===== src/rtl/fpstat_pkg.sv =====
package fpstat_pkg;

  localparam int REG_W     = 32;
  localparam int EXC_W     = 13;
  localparam int CLS_W     = 5;
  localparam int SEL_W     = 5;
  localparam int OP_W      = 3;

  localparam int B_EXC_SUM = 31;
  localparam int B_EN_SUM  = 30;
  localparam int B_INV_SUM = 29;
  localparam int B_OVF     = 28;
  localparam int B_UNF     = 27;
  localparam int B_ZDIV    = 26;
  localparam int B_INX     = 25;
  localparam int B_INV_HI  = 24;
  localparam int B_INV_LO  = 16;
  localparam int B_CLS_HI  = 15;
  localparam int B_CLS_LO  = 12;
  localparam int B_FR      = 11;
  localparam int B_FI      = 10;
  localparam int B_RSV     = 9;
  localparam int B_CLS4    = 8;
  localparam int B_INV_EN  = 7;
  localparam int B_OVF_EN  = 6;
  localparam int B_UNF_EN  = 5;
  localparam int B_ZDIV_EN = 4;
  localparam int B_INX_EN  = 3;

  localparam int EXC_LO    = B_INV_LO;
  localparam int EXC_HI    = B_OVF;
  localparam int N_INV     = B_INV_HI - B_INV_LO + 1;
  localparam int XI_ZDIV   = B_ZDIV - EXC_LO;

  // exception bits that a copy operation clears
  localparam logic [REG_W-1:0] EXC_MASK =
    (REG_W'(1) << B_EXC_SUM) | (((REG_W'(1) << EXC_W) - REG_W'(1)) << EXC_LO);
  localparam logic [REG_W-1:0] RSV_MASK = REG_W'(1) << B_RSV;

  typedef enum logic [OP_W-1:0] {
    OP_ARITH = 3'd0,
    OP_MOVE  = 3'd1,
    OP_SETB  = 3'd2,
    OP_CLRB  = 3'd3,
    OP_COPYF = 3'd4
  } upd_op_e;

endpackage


===== src/rtl/fpstat_crsel.sv =====
module fpstat_crsel
  import fpstat_pkg::*;
#(
  parameter int FIELD_W  = 4,
  parameter int N_FIELDS = 8
) (
  input  logic [FIELD_W*N_FIELDS-1:0]  cur_i,
  input  logic [$clog2(N_FIELDS)-1:0]  fsel_i,
  output logic [FIELD_W-1:0]           field_o,
  output logic [FIELD_W*N_FIELDS-1:0]  clr_mask_o
);
  localparam int W = FIELD_W * N_FIELDS;
  localparam logic [W-1:0] LANE = W'((1 << FIELD_W) - 1);

  logic [W-1:0]       visible;
  logic [FIELD_W-1:0] fld [N_FIELDS];
  logic [W-1:0]       clr [N_FIELDS];

  // reserved position never leaves the unit
  assign visible = cur_i & ~W'(RSV_MASK);

  for (genvar g = 0; g < N_FIELDS; g++) begin : g_field
    assign fld[g] = visible[g*FIELD_W +: FIELD_W];
    assign clr[g] = W'(EXC_MASK) & (LANE << (g*FIELD_W));
  end

  assign field_o    = fld[fsel_i];
  assign clr_mask_o = clr[fsel_i];

endmodule


===== src/rtl/fpstat_wgate.sv =====
module fpstat_wgate
  import fpstat_pkg::*;
(
  input  logic             valid_i,
  input  logic [OP_W-1:0]  op_i,
  input  logic [EXC_W-1:0] exc_i,
  input  logic             inv_en_i,
  input  logic             zdiv_en_i,
  output logic             wr_en_o
);
  logic inv_hit;
  logic zdiv_hit;
  logic blocked;

  always_comb begin
    inv_hit  = (|exc_i[N_INV-1:0]) & inv_en_i;
    zdiv_hit = exc_i[XI_ZDIV] & zdiv_en_i;
    blocked  = inv_hit | zdiv_hit;
    wr_en_o  = 1'b0;
    if (valid_i) begin
      case (upd_op_e'(op_i))
        OP_ARITH: wr_en_o = ~blocked;
        OP_MOVE:  wr_en_o = 1'b1;
        default:  wr_en_o = 1'b0;
      endcase
    end
  end

endmodule


===== src/rtl/fpstat_next.sv =====
module fpstat_next
  import fpstat_pkg::*;
(
  input  logic [REG_W-1:0] cur_i,
  input  logic             valid_i,
  input  logic [OP_W-1:0]  op_i,
  input  logic [EXC_W-1:0] exc_i,
  input  logic             frac_rnd_i,
  input  logic             frac_inx_i,
  input  logic [CLS_W-1:0] cls_i,
  input  logic             trivial_i,
  input  logic [SEL_W-1:0] sel_i,
  input  logic [REG_W-1:0] copy_clr_i,
  output logic [REG_W-1:0] nxt_o
);
  logic [REG_W-1:0] upd;
  logic [EXC_W-1:0] rise;

  always_comb begin
    upd = cur_i;
    case (upd_op_e'(op_i))
      OP_ARITH: begin
        upd[EXC_HI:EXC_LO]     = cur_i[EXC_HI:EXC_LO] | exc_i;
        upd[B_FR]              = frac_rnd_i & ~trivial_i;
        upd[B_FI]              = frac_inx_i & ~trivial_i;
        upd[B_CLS_HI:B_CLS_LO] = cls_i[3:0];
        upd[B_CLS4]            = cls_i[4];
      end
      OP_SETB:  upd[sel_i] = 1'b1;
      OP_CLRB:  upd[sel_i] = 1'b0;
      OP_COPYF: upd = cur_i & ~copy_clr_i;
      default:  upd = cur_i;
    endcase

    // any individual exception going 0->1 raises the overall summary
    rise = upd[EXC_HI:EXC_LO] & ~cur_i[EXC_HI:EXC_LO];
    if (|rise) upd[B_EXC_SUM] = 1'b1;

    upd[B_INV_SUM] = |upd[B_INV_HI:B_INV_LO];
    upd[B_EN_SUM]  = (upd[B_INV_SUM] & upd[B_INV_EN])
                   | (upd[B_OVF]     & upd[B_OVF_EN])
                   | (upd[B_UNF]     & upd[B_UNF_EN])
                   | (upd[B_ZDIV]    & upd[B_ZDIV_EN])
                   | (upd[B_INX]     & upd[B_INX_EN]);
    upd[B_RSV]     = 1'b0;

    nxt_o = valid_i ? upd : cur_i;
  end

endmodule


===== src/rtl/fpstat_unit.sv =====
module fpstat_unit
  import fpstat_pkg::*;
#(
  parameter int FIELD_W  = 4,
  parameter int N_FIELDS = 8
) (
  input  logic                 clk,
  input  logic                 rst_n,
  input  logic                 upd_valid_i,
  input  logic [2:0]           upd_op_i,
  input  logic [12:0]          exc_i,
  input  logic                 frac_rnd_i,
  input  logic                 frac_inx_i,
  input  logic [4:0]           cls_i,
  input  logic                 trivial_i,
  input  logic [4:0]           sel_i,
  output logic [31:0]          fps_o,
  output logic                 exc_sum_o,
  output logic                 en_sum_o,
  output logic                 inv_sum_o,
  output logic [FIELD_W-1:0]   cr_field_o,
  output logic                 cr_valid_o,
  output logic                 wr_en_o
);
  localparam int FSEL_W = $clog2(N_FIELDS);

  logic [REG_W-1:0]   st_q;
  logic [REG_W-1:0]   st_d;
  logic [REG_W-1:0]   copy_clr;
  logic [FIELD_W-1:0] field;
  logic               is_copy;

  fpstat_crsel #(.FIELD_W(FIELD_W), .N_FIELDS(N_FIELDS)) u_crsel (
    .cur_i      (st_q),
    .fsel_i     (sel_i[FSEL_W-1:0]),
    .field_o    (field),
    .clr_mask_o (copy_clr)
  );

  fpstat_next u_next (
    .cur_i      (st_q),
    .valid_i    (upd_valid_i),
    .op_i       (upd_op_i),
    .exc_i      (exc_i),
    .frac_rnd_i (frac_rnd_i),
    .frac_inx_i (frac_inx_i),
    .cls_i      (cls_i),
    .trivial_i  (trivial_i),
    .sel_i      (sel_i),
    .copy_clr_i (copy_clr),
    .nxt_o      (st_d)
  );

  fpstat_wgate u_wgate (
    .valid_i   (upd_valid_i),
    .op_i      (upd_op_i),
    .exc_i     (exc_i),
    .inv_en_i  (st_q[B_INV_EN]),
    .zdiv_en_i (st_q[B_ZDIV_EN]),
    .wr_en_o   (wr_en_o)
  );

  always_ff @(posedge clk or negedge rst_n) begin
    if (!rst_n) st_q <= '0;
    else        st_q <= st_d;
  end

  assign is_copy    = upd_valid_i && (upd_op_e'(upd_op_i) == OP_COPYF);
  assign cr_valid_o = is_copy;
  assign cr_field_o = is_copy ? field : '0;
  assign fps_o      = st_q;
  assign exc_sum_o  = st_q[B_EXC_SUM];
  assign en_sum_o   = st_q[B_EN_SUM];
  assign inv_sum_o  = st_q[B_INV_SUM];

  AST_RSV_LOW: assert property (@(posedge clk) disable iff (!rst_n)
    fps_o[B_RSV] == 1'b0);
  AST_INV_SUM_OR: assert property (@(posedge clk) disable iff (!rst_n)
    inv_sum_o == |fps_o[B_INV_HI:B_INV_LO]);
  AST_EN_SUM_OR: assert property (@(posedge clk) disable iff (!rst_n)
    en_sum_o == ((fps_o[B_INV_SUM] & fps_o[B_INV_EN]) | (fps_o[B_OVF] & fps_o[B_OVF_EN])
               | (fps_o[B_UNF] & fps_o[B_UNF_EN]) | (fps_o[B_ZDIV] & fps_o[B_ZDIV_EN])
               | (fps_o[B_INX] & fps_o[B_INX_EN])));
  AST_EXC_STICKY: assert property (@(posedge clk) disable iff (!rst_n)
    (upd_valid_i && upd_op_i == 3'd0) |=>
      ((fps_o[EXC_HI:EXC_LO] & $past(fps_o[EXC_HI:EXC_LO])) == $past(fps_o[EXC_HI:EXC_LO])));
  AST_RISE_SETS_SUM: assert property (@(posedge clk) disable iff (!rst_n)
    (upd_valid_i && upd_op_i == 3'd0 && |(exc_i & ~fps_o[EXC_HI:EXC_LO])) |=> exc_sum_o);
  AST_ZDIV_GATES: assert property (@(posedge clk) disable iff (!rst_n)
    (upd_valid_i && upd_op_i == 3'd0 && exc_i[XI_ZDIV] && fps_o[B_ZDIV_EN]) |-> !wr_en_o);
  AST_MOVE_HOLDS: assert property (@(posedge clk) disable iff (!rst_n)
    (upd_valid_i && upd_op_i == 3'd1) |=> $stable(fps_o));
  AST_IDLE_HOLDS: assert property (@(posedge clk) disable iff (!rst_n)
    !upd_valid_i |=> $stable(fps_o));

endmodule


===== config.mk =====
export PLATFORM = sky130hd
export DESIGN_NAME = fpstat_unit
export DESIGN_NICKNAME = d
export VERILOG_FILES = /design/src/rtl/fpstat_pkg.sv /design/src/rtl/fpstat_crsel.sv /design/src/rtl/fpstat_wgate.sv /design/src/rtl/fpstat_next.sv /design/src/rtl/fpstat_unit.sv
export SDC_FILE = /design/constraint.sdc
export NUM_CORES = 1
export LEC_CHECK = 0
export ABC_CLOCK_PERIOD_IN_PS = 1700
export BUFFER_PORTS_ARGS = -buffer_cell sky130_fd_sc_hd__buf_2
export CAP_MARGIN = 0
export CORE_UTILIZATION = 48
export DETAILED_ROUTE_END_ITERATION = 10
export GPL_TIMING_DRIVEN = 1
export PLACE_DENSITY = 0.74
export SLEW_MARGIN = 40
export SYNTH_ARGS = -nofsm -noshare
export SYNTH_HDL_FRONTEND = slang
export SYNTH_SLANG_ARGS = --single-unit

===== constraint.sdc =====
create_clock -name clk -period 1.7 [get_ports clk]
set_clock_uncertainty 0.05 [all_clocks]
set_input_delay 0.085 -clock clk [delete_from_list [all_inputs] [get_ports clk]]
set_output_delay 0.085 -clock clk [all_outputs]
set_load 0.02 [all_outputs]

==> results of run 1 <==
-- kinds of logic after synthesis --
group / after synthesis / synth area share
other: 1 / 0.00138
buffers and inverters: 39 / 0.0739
and+or+nand+nor: 129 / 0.246
AOI/OAI and AO/OA: 125 / 0.298
DFF: 31 / 0.285
muxes: 17 / 0.0964
-- stage by stage --
stage,cells,hold slack (ns),cell area (um2)
6_report,587,0.0211,4250
5_1_grt,586,0.0469,4250
4_1_cts,583,0.0265,4130
3_5_place_dp,563,0.138,3850
3_3_place_gp,563,0.132,3850
2_1_floorplan,342,-0.261,2750
-- worst max-delay path by stage --
stage               cells past startpoint               endpoint  slack [ns]             startpoint
floorplan                               8  fps_o[30]$_DFFE_PN0P_       -0.05               sel_i[1]
global placement                        9  fps_o[31]$_DFFE_PN0P_       -0.42               sel_i[4]
detailed placement                      8  fps_o[30]$_DFFE_PN0P_       -0.45               sel_i[1]
CTS                                     5          cr_field_o[2]       -0.14  fps_o[18]$_DFFE_PN0P_
global route                            5          cr_field_o[2]       -0.21  fps_o[18]$_DFFE_PN0P_
finish                                  5          cr_field_o[2]       -0.16  fps_o[22]$_DFFE_PN0P_
-- per-layer routing --
layer  up-vias  GRT usage  wire length [um]
li1       1625          -                 -
met1      1737      0.565              4790
met2       300      0.625              5320
met3        58      0.111              1600
met4         0      0.136               478
met5         -          0                 0
-- area by class of cell --
type                            instances  share of cell area
Inverter                               10             0.00883
Tap cell                               72              0.0212
Clock inverter                          2             0.00824
Antenna cell                            1            0.000589
Timing Repair Buffer                  193               0.315
Multi-Input combinational cell        272               0.443
Sequential cell                        31               0.183
Clock buffer                            6              0.0194
-- power groups by stage --
stage	clock, mW	combinational, mW	sequential [mW]
after global placement	0	1.18	0.943
after global routing	0.814	1.46	0.952
after detailed placement	0	1.19	0.945
after floorplan	0	0.499	1.05
final	0.788	1.39	0.947
after CTS	0.786	1.30	0.933
-- worst max-delay path: stages (launching register included) --
cell,delay [ns]
sky130_fd_sc_hd__dfrtp_1,0.41
sky130_fd_sc_hd__buf_4,0.17
sky130_fd_sc_hd__mux4_2,0.47
sky130_fd_sc_hd__mux2i_1,0.16
sky130_fd_sc_hd__nor2_1,0.07
sky130_fd_sc_hd__buf_4,0.16
-- cell usage after synthesis, drive strengths merged, types with 4 or more instances --
cell type,n,share of area
nand2b,5,0.012
o31ai,10,0.028
clkbuf,9,0.013
nor2,40,0.055
inv,10,0.014
a21oi,32,0.059
mux4,7,0.058
nand3,14,0.026
o2bb2ai,4,0.013
o22ai,5,0.014
nand3b,4,0.016
mux2,4,0.017
nor2b,8,0.018
dfrtp,31,0.28
a31oi,7,0.016
o21ai,31,0.057
or2,4,0.0092
mux2i,6,0.022
buf,20,0.047
nor3,13,0.024
nand2,23,0.032
-- what timing repair did --
| item | CTS | global route |
|---|---|---|
| endpoints found under the setup margin | 8 | 8 |
| resized for setup | 18 | 22 |
| endpoints found under the hold margin | 31 | 0 |
| buffers inserted | 11 | 3 |
| hold buffers | 1 | 0 |
| pin swaps | 3 | 15 |
==> results.md, run 1 <==
* R2r startpoint: fps_o[26]$_DFFE_PN0P_
* I/O pin count at 73
* Largest net degree at the start of global routing at 32
* Count of yosys warnings during synthesis at 0
* Post-synthesis instance total at 342
* Iteration count of the initial detailed-routing pass at 5
* Period Utilization, post-route at 1.10
* Psw at 1.18 mW
* Starting density of the core at 0.495
* Pwr Total at 3.13 mW
* Mean area per synthesized cell at 7.97 um2
* Most frequent cells in the layout: 116 x sky130_fd_sc_hd__buf_4, 66 x sky130_fd_sc_hd__buf_2, 39 x sky130_fd_sc_hd__nor2_1
* Power density cells at 735 nW/um2
* Internal power component at 1.95 mW
* Total number of vias at 3720
* Type of the most critical hold path: in2reg
* Type of origin of the critical path: register
* Relative slew slack at 0.504
* Number of max-capacitance violations reported at 0
* Num Clock Sinks at 31
* Maximum count of clock buffers along a single path at 2
* Max-slew violation count at 0
* Final TNS setup at -0.832 ns
* Leakage power at 1.95 nW
* Number of buffers created by CTS at 5
* Iteration-0 DRC count of the detailed router at 531
* Part of the Yosys area used for sequential elements at 0.285
* Antenna-violating nets left at 0
* End point of the most critical hold path: fps_o[10]$_DFFE_PN0P_
* Synth-to-layout area growth at 55.9%
* Multi-input gate area in the final layout at 1880 um2
* Start point of the worst hold path: frac_inx_i
* Most common library cell in the layout ignoring fill and taps: sky130_fd_sc_hd__buf_4
* Worst EP arrival at 1.73 ns
* Sw Share at 0.377
* Nets at 545
* Hold depth at 3
* Remaining routing DRC violations at 0
* Clock share of power at 0.252
* Highest net fanout along the worst path at 5
* Required time at the endpoint of the critical path at 1.56 ns
* Number of input and output port buffers inserted at 71
* EDFF count, synth at 0
* Share of cells above drive strength 1 at 0.486
* Clock latency reported for the late side of the worst-skew pair at 0.29 ns
* Row Count at 27
* Transition time at the pin with the least slew margin at 0.744 ns
* Width of the die at 77.4 um
* Total area of sequential cells at 779 um2
* Setup slack of the critical path after layout at -0.162 ns
* Wirelength per Cell at 20.8 um
* Buffer type at the clock tree root: sky130_fd_sc_hd__clkbuf_8
* Sequential share of power at 0.303
* Status: finished with violations
* Floorplan die area at 5990 um2
* Pre-CTS setup slack at -0.452 ns
* Final critical delay including setup and external delays at 1.86 ns
* Via count of the first global-routing pass at 3389
* Distinct cell type count after synthesis at 67
* Global-route wire length before repair at 18500 um
* Total routing resource utilization after global routing at 0.411
* Average via count per standard cell at 6.34
* Share of the core filled with cells in the final layout at 0.772
* Fmax achieved at 537 MHz
* Final hold violations at 0
* Overall routed net length at 12200 um
* Largest register FFs at 31
* Initial antenna violation count at 1
* Y dimension of the die at 77.4 um
* Share of synthesized registers carrying an async set or reset at 1.00
* VDD IR max at 0.427 mV
* Total core area at 5510 um2
* Number of filler cells placed in the layout at 408
* Clock slew at reported path FFs at 0.07 ns
* Register-to-register setup slack at -0.14 ns
* Nature of the critical path endpoint: primary output
* DPL Wire Length at 9260 um
* Gr ovfl total at 0
* R2R cell count at 6
* Synth Flop Type: sky130_fd_sc_hd__dfrtp_1
* Flip-flop and latch count after synthesis at 31
* Combined area of all synthesized cells at 2730 um2
* Combinational cell fraction of total power at 0.445
* Setup-failing EPs final at 7
* Startpoint-to-endpoint class of the critical path: reg2out
* H-Tree Level Count at 2
* Setup repair after global routing missed its margin: true
* TritonCTS clock tree: built
* Global placer's final weighted congestion at 1.04
* Endpoint of the worst register-to-register path: fps_o[31]$_DFFE_PN0P_
* Mapped Nets at 374
* Violations in the final reports: setup timing
No activity file was read; power rests on OpenSTA's default activity.
==> run 2: changes to the inputs <==
--- a/config.mk
+++ b/config.mk
@@ -10,8 +10,8 @@
 export CAP_MARGIN = 0
 export CORE_UTILIZATION = 48
 export DETAILED_ROUTE_END_ITERATION = 10
-export GPL_TIMING_DRIVEN = 1
 export PLACE_DENSITY = 0.74
+export RECOVER_POWER = 50
 export SLEW_MARGIN = 40
 export SYNTH_ARGS = -nofsm -noshare
 export SYNTH_HDL_FRONTEND = slang
==> results.md, run 2 (synthesis results as in run 1) <==
* Worst EP arrival at 1.73 ns (about the same)
* Num Clock Sinks at 31 (unchanged)
* Sequential share of power at 0.304 (about the same)
* Sw Share at 0.378 (+0.000712)
* Initial antenna violation count at 1 (unchanged)
* Wirelength per Cell at 20.7 um (-0.45%)
* Non-Filler Instances at 587 (unchanged)
* Clock latency reported for the late side of the worst-skew pair at 0.29 ns (about the same)
* Iteration count of the initial detailed-routing pass at 5 (unchanged)
* Number of filler cells placed in the layout at 415 (+1.7%)
* Power density cells at 736 nW/um2 (+0.13%)
* Startpoint-to-endpoint class of the critical path: reg2out
* Crit-path slowest cell: sky130_fd_sc_hd__mux4_2
* Required time at the endpoint of the critical path at 1.56 ns (about the same)
* Highest net fanout along the worst path at 5 (unchanged)
* Nets at 545 (unchanged)
* Leakage power at 1.91 nW (-2.4%)
* Maximum count of clock buffers along a single path at 2 (unchanged)
* Total routing resource utilization after global routing at 0.411 (unchanged)
* Largest register FFs at 31 (unchanged)
* Total area of sequential cells at 778 um2 (-0.16%)
* Psw at 1.18 mW (-0.13%)
* Met2 Track Usage GR at 0.625 (unchanged)
* Starting density of the core at 0.495 (unchanged)
* Floorplan die area at 5990 um2 (unchanged)
* Total core area at 5510 um2 (unchanged)
* Number of buffers created by CTS at 5 (unchanged)
* H-Tree Level Count at 2 (unchanged)
* Finished layout cell area at 4230 um2 (-0.44%)
* Overall routed net length at 12100 um (-0.45%)
* Layer with the highest usage after global routing: met2
* Global placer's final weighted congestion at 1.04 (unchanged)
* Most frequent cells in the layout: 116 x sky130_fd_sc_hd__buf_4, 51 x sky130_fd_sc_hd__buf_2, 39 x sky130_fd_sc_hd__nor2_1
* Y dimension of the die at 77.4 um (unchanged)
* Critical path's most frequent cell: sky130_fd_sc_hd__buf_4
* TritonCTS clock tree: built
* Fmax achieved at 537 MHz (about the same)
* Worst Hold Margin at 0.0214 ns (+0.000327 ns)
* Remaining routing DRC violations at 0 (unchanged)
* Via count of the first global-routing pass at 3389 (unchanged)
* Routing usage on met1 at 0.565 (unchanged)
* Relative slew slack at 0.440 (-0.0640)
* Period Utilization, post-route at 1.09 (about the same)
* Nature of the critical path endpoint: primary output
* DPL Wire Length at 9260 um (unchanged)
* Type of origin of the critical path: register
* I/O pin count at 73 (unchanged)
* Multi-input gate area in the final layout at 1880 um2 (unchanged)
* Synth-to-layout area growth at 55.3%
* Status: finished with violations
* Buf/Inv on CP at 2 (unchanged)
* Number of max-capacitance violations reported at 0 (unchanged)
* Gr ovfl total at 0 (unchanged)
* Number of input and output port buffers inserted at 71 (unchanged)
* Worst path top cell family by delay: multiplexers
* Antenna-violating nets left at 0 (unchanged)
* Type of the most critical hold path: in2reg
* Clock share of power at 0.253 (about the same)
* Transition time at the pin with the least slew margin at 0.840 ns (+0.0960 ns)
* Setup slack of the critical path after layout at -0.161 ns (+0.00106 ns)
* Most common library cell in the layout ignoring fill and taps: sky130_fd_sc_hd__buf_4
* Final TNS setup at -0.784 ns (+0.0475 ns)
* Iteration-0 DRC count of the detailed router at 531 (unchanged)
* Setup repair after global routing missed its margin: true
* Average via count per standard cell at 6.40 (+0.91%)
* Share of cells above drive strength 1 at 0.457 (-0.0292)
* Inst Count DP at 563 (unchanged)
* Row Count at 27 (unchanged)
* Setup-failing EPs final at 7 (unchanged)
* Largest net degree at the start of global routing at 32 (unchanged)
* Buffer type at the clock tree root: sky130_fd_sc_hd__clkbuf_8
* Combinational cell fraction of total power at 0.443 (-0.002)
* Cell Chain, Critical Path: buf_4, mux4_2, mux2i_1, nor2_1, buf_4
* Final critical delay including setup and external delays at 1.86 ns (-0.00106 ns)
* Grt met3 use at 0.111 (unchanged)
* CP peak stage delay at 0.46 ns (about the same)
* Width of the die at 77.4 um (unchanged)
* Clock slew at reported path FFs at 0.07 ns (about the same)
* Internal power component at 1.94 mW (-0.43%)
* Violations in the final reports: setup timing
* Max-slew violation count at 0 (unchanged)
* VDD IR max at 0.426 mV (-0.35%)
* Global-route wire length before repair at 18500 um (unchanged)
* Total number of vias at 3754 (+0.91%)
* Area of placed instances at 3850 um2 (unchanged)
* Final hold violations at 0 (unchanged)
-- run 2: cell types whose count changed in the layout (fill, tap and decap cells not counted), sizes merged --
cell,delta
buf,-15
clkbuf,+15
-- run 2: worst paths after layout --
kind	startpoint	slack [ns]	endpoint	cells after the start
hold / removal	frac_inx_i	0.02	fps_o[10]$_DFFE_PN0P_	3
max in group asynchronous	rst_n	0.65	fps_o[26]$_DFFE_PN0P_	2
min in group asynchronous	rst_n	0.37	fps_o[17]$_DFFE_PN0P_	2
hold reg to reg	fps_o[14]$_DFFE_PN0P_	0.48	fps_o[14]$_DFFE_PN0P_	2
setup / recovery	fps_o[22]$_DFFE_PN0P_	-0.16	cr_field_o[2]	5
setup reg to reg	fps_o[26]$_DFFE_PN0P_	-0.13	fps_o[31]$_DFFE_PN0P_	6
-- run 2: repair_timing --
item                       CTS  global route
hold endpoints to repair    31             0
setup buffers               11             3
hold buffers                 1             0
setup endpoints to repair    8             8
pin swaps                    3            15
gates resized for setup     18            22
-- run 2: metal layers --
layer | vias to the layer above | share of wire | wire length (um)
met2 | 320 | 0.44 | 5330
met1 | 1748 | 0.38 | 4660
met4 | 0 | 0.034 | 418
met5 | - | 0 | 0
met3 | 52 | 0.14 | 1720
li1 | 1634 | - | -
-- run 2: final cells by class --
cell class,count,area share
diodes,1,0.000591
multi-input cells,272,0.445
inverters,10,0.00887
flip-flops and latches,31,0.184
repair buffers,193,0.313
well taps,72,0.0213
clock buffers,6,0.0195
clock inverters,2,0.00828
-- run 2: power by group through the flow --
| stage | clock, mW | combinational, mW | sequential (mW) |
|---|---|---|---|
| 2_1_floorplan | 0 | 0.499 | 1.05 |
| 4_1_cts | 0.786 | 1.30 | 0.933 |
| 6_report | 0.788 | 1.38 | 0.947 |
| 5_1_grt | 0.814 | 1.45 | 0.953 |
| 3_3_place_gp | 0 | 1.18 | 0.943 |
| 3_5_place_dp | 0 | 1.19 | 0.945 |
-- run 2: worst reg2reg max path: stages, from the launching register on --
cell and delay [ns]:
sky130_fd_sc_hd__dfrtp_2 0.45, sky130_fd_sc_hd__a21oi_1 0.14, sky130_fd_sc_hd__o211ai_1 0.24, sky130_fd_sc_hd__a2bb2o_2 0.34
sky130_fd_sc_hd__o21ai_2 0.20, sky130_fd_sc_hd__nand4b_1 0.12, sky130_fd_sc_hd__a21o_1 0.19
-- run 2: metrics by stage --
step	util	worst slack, ns	power [mW]
4_1_cts	0.750	-0.143	3.02
5_1_grt	0.768	-0.209	3.22
3_3_place_gp	0.700	-0.419	2.13
3_5_place_dp	0.700	-0.452	2.14
6_report	0.769	-0.161	3.12
2_1_floorplan	-	-0.0547	1.55
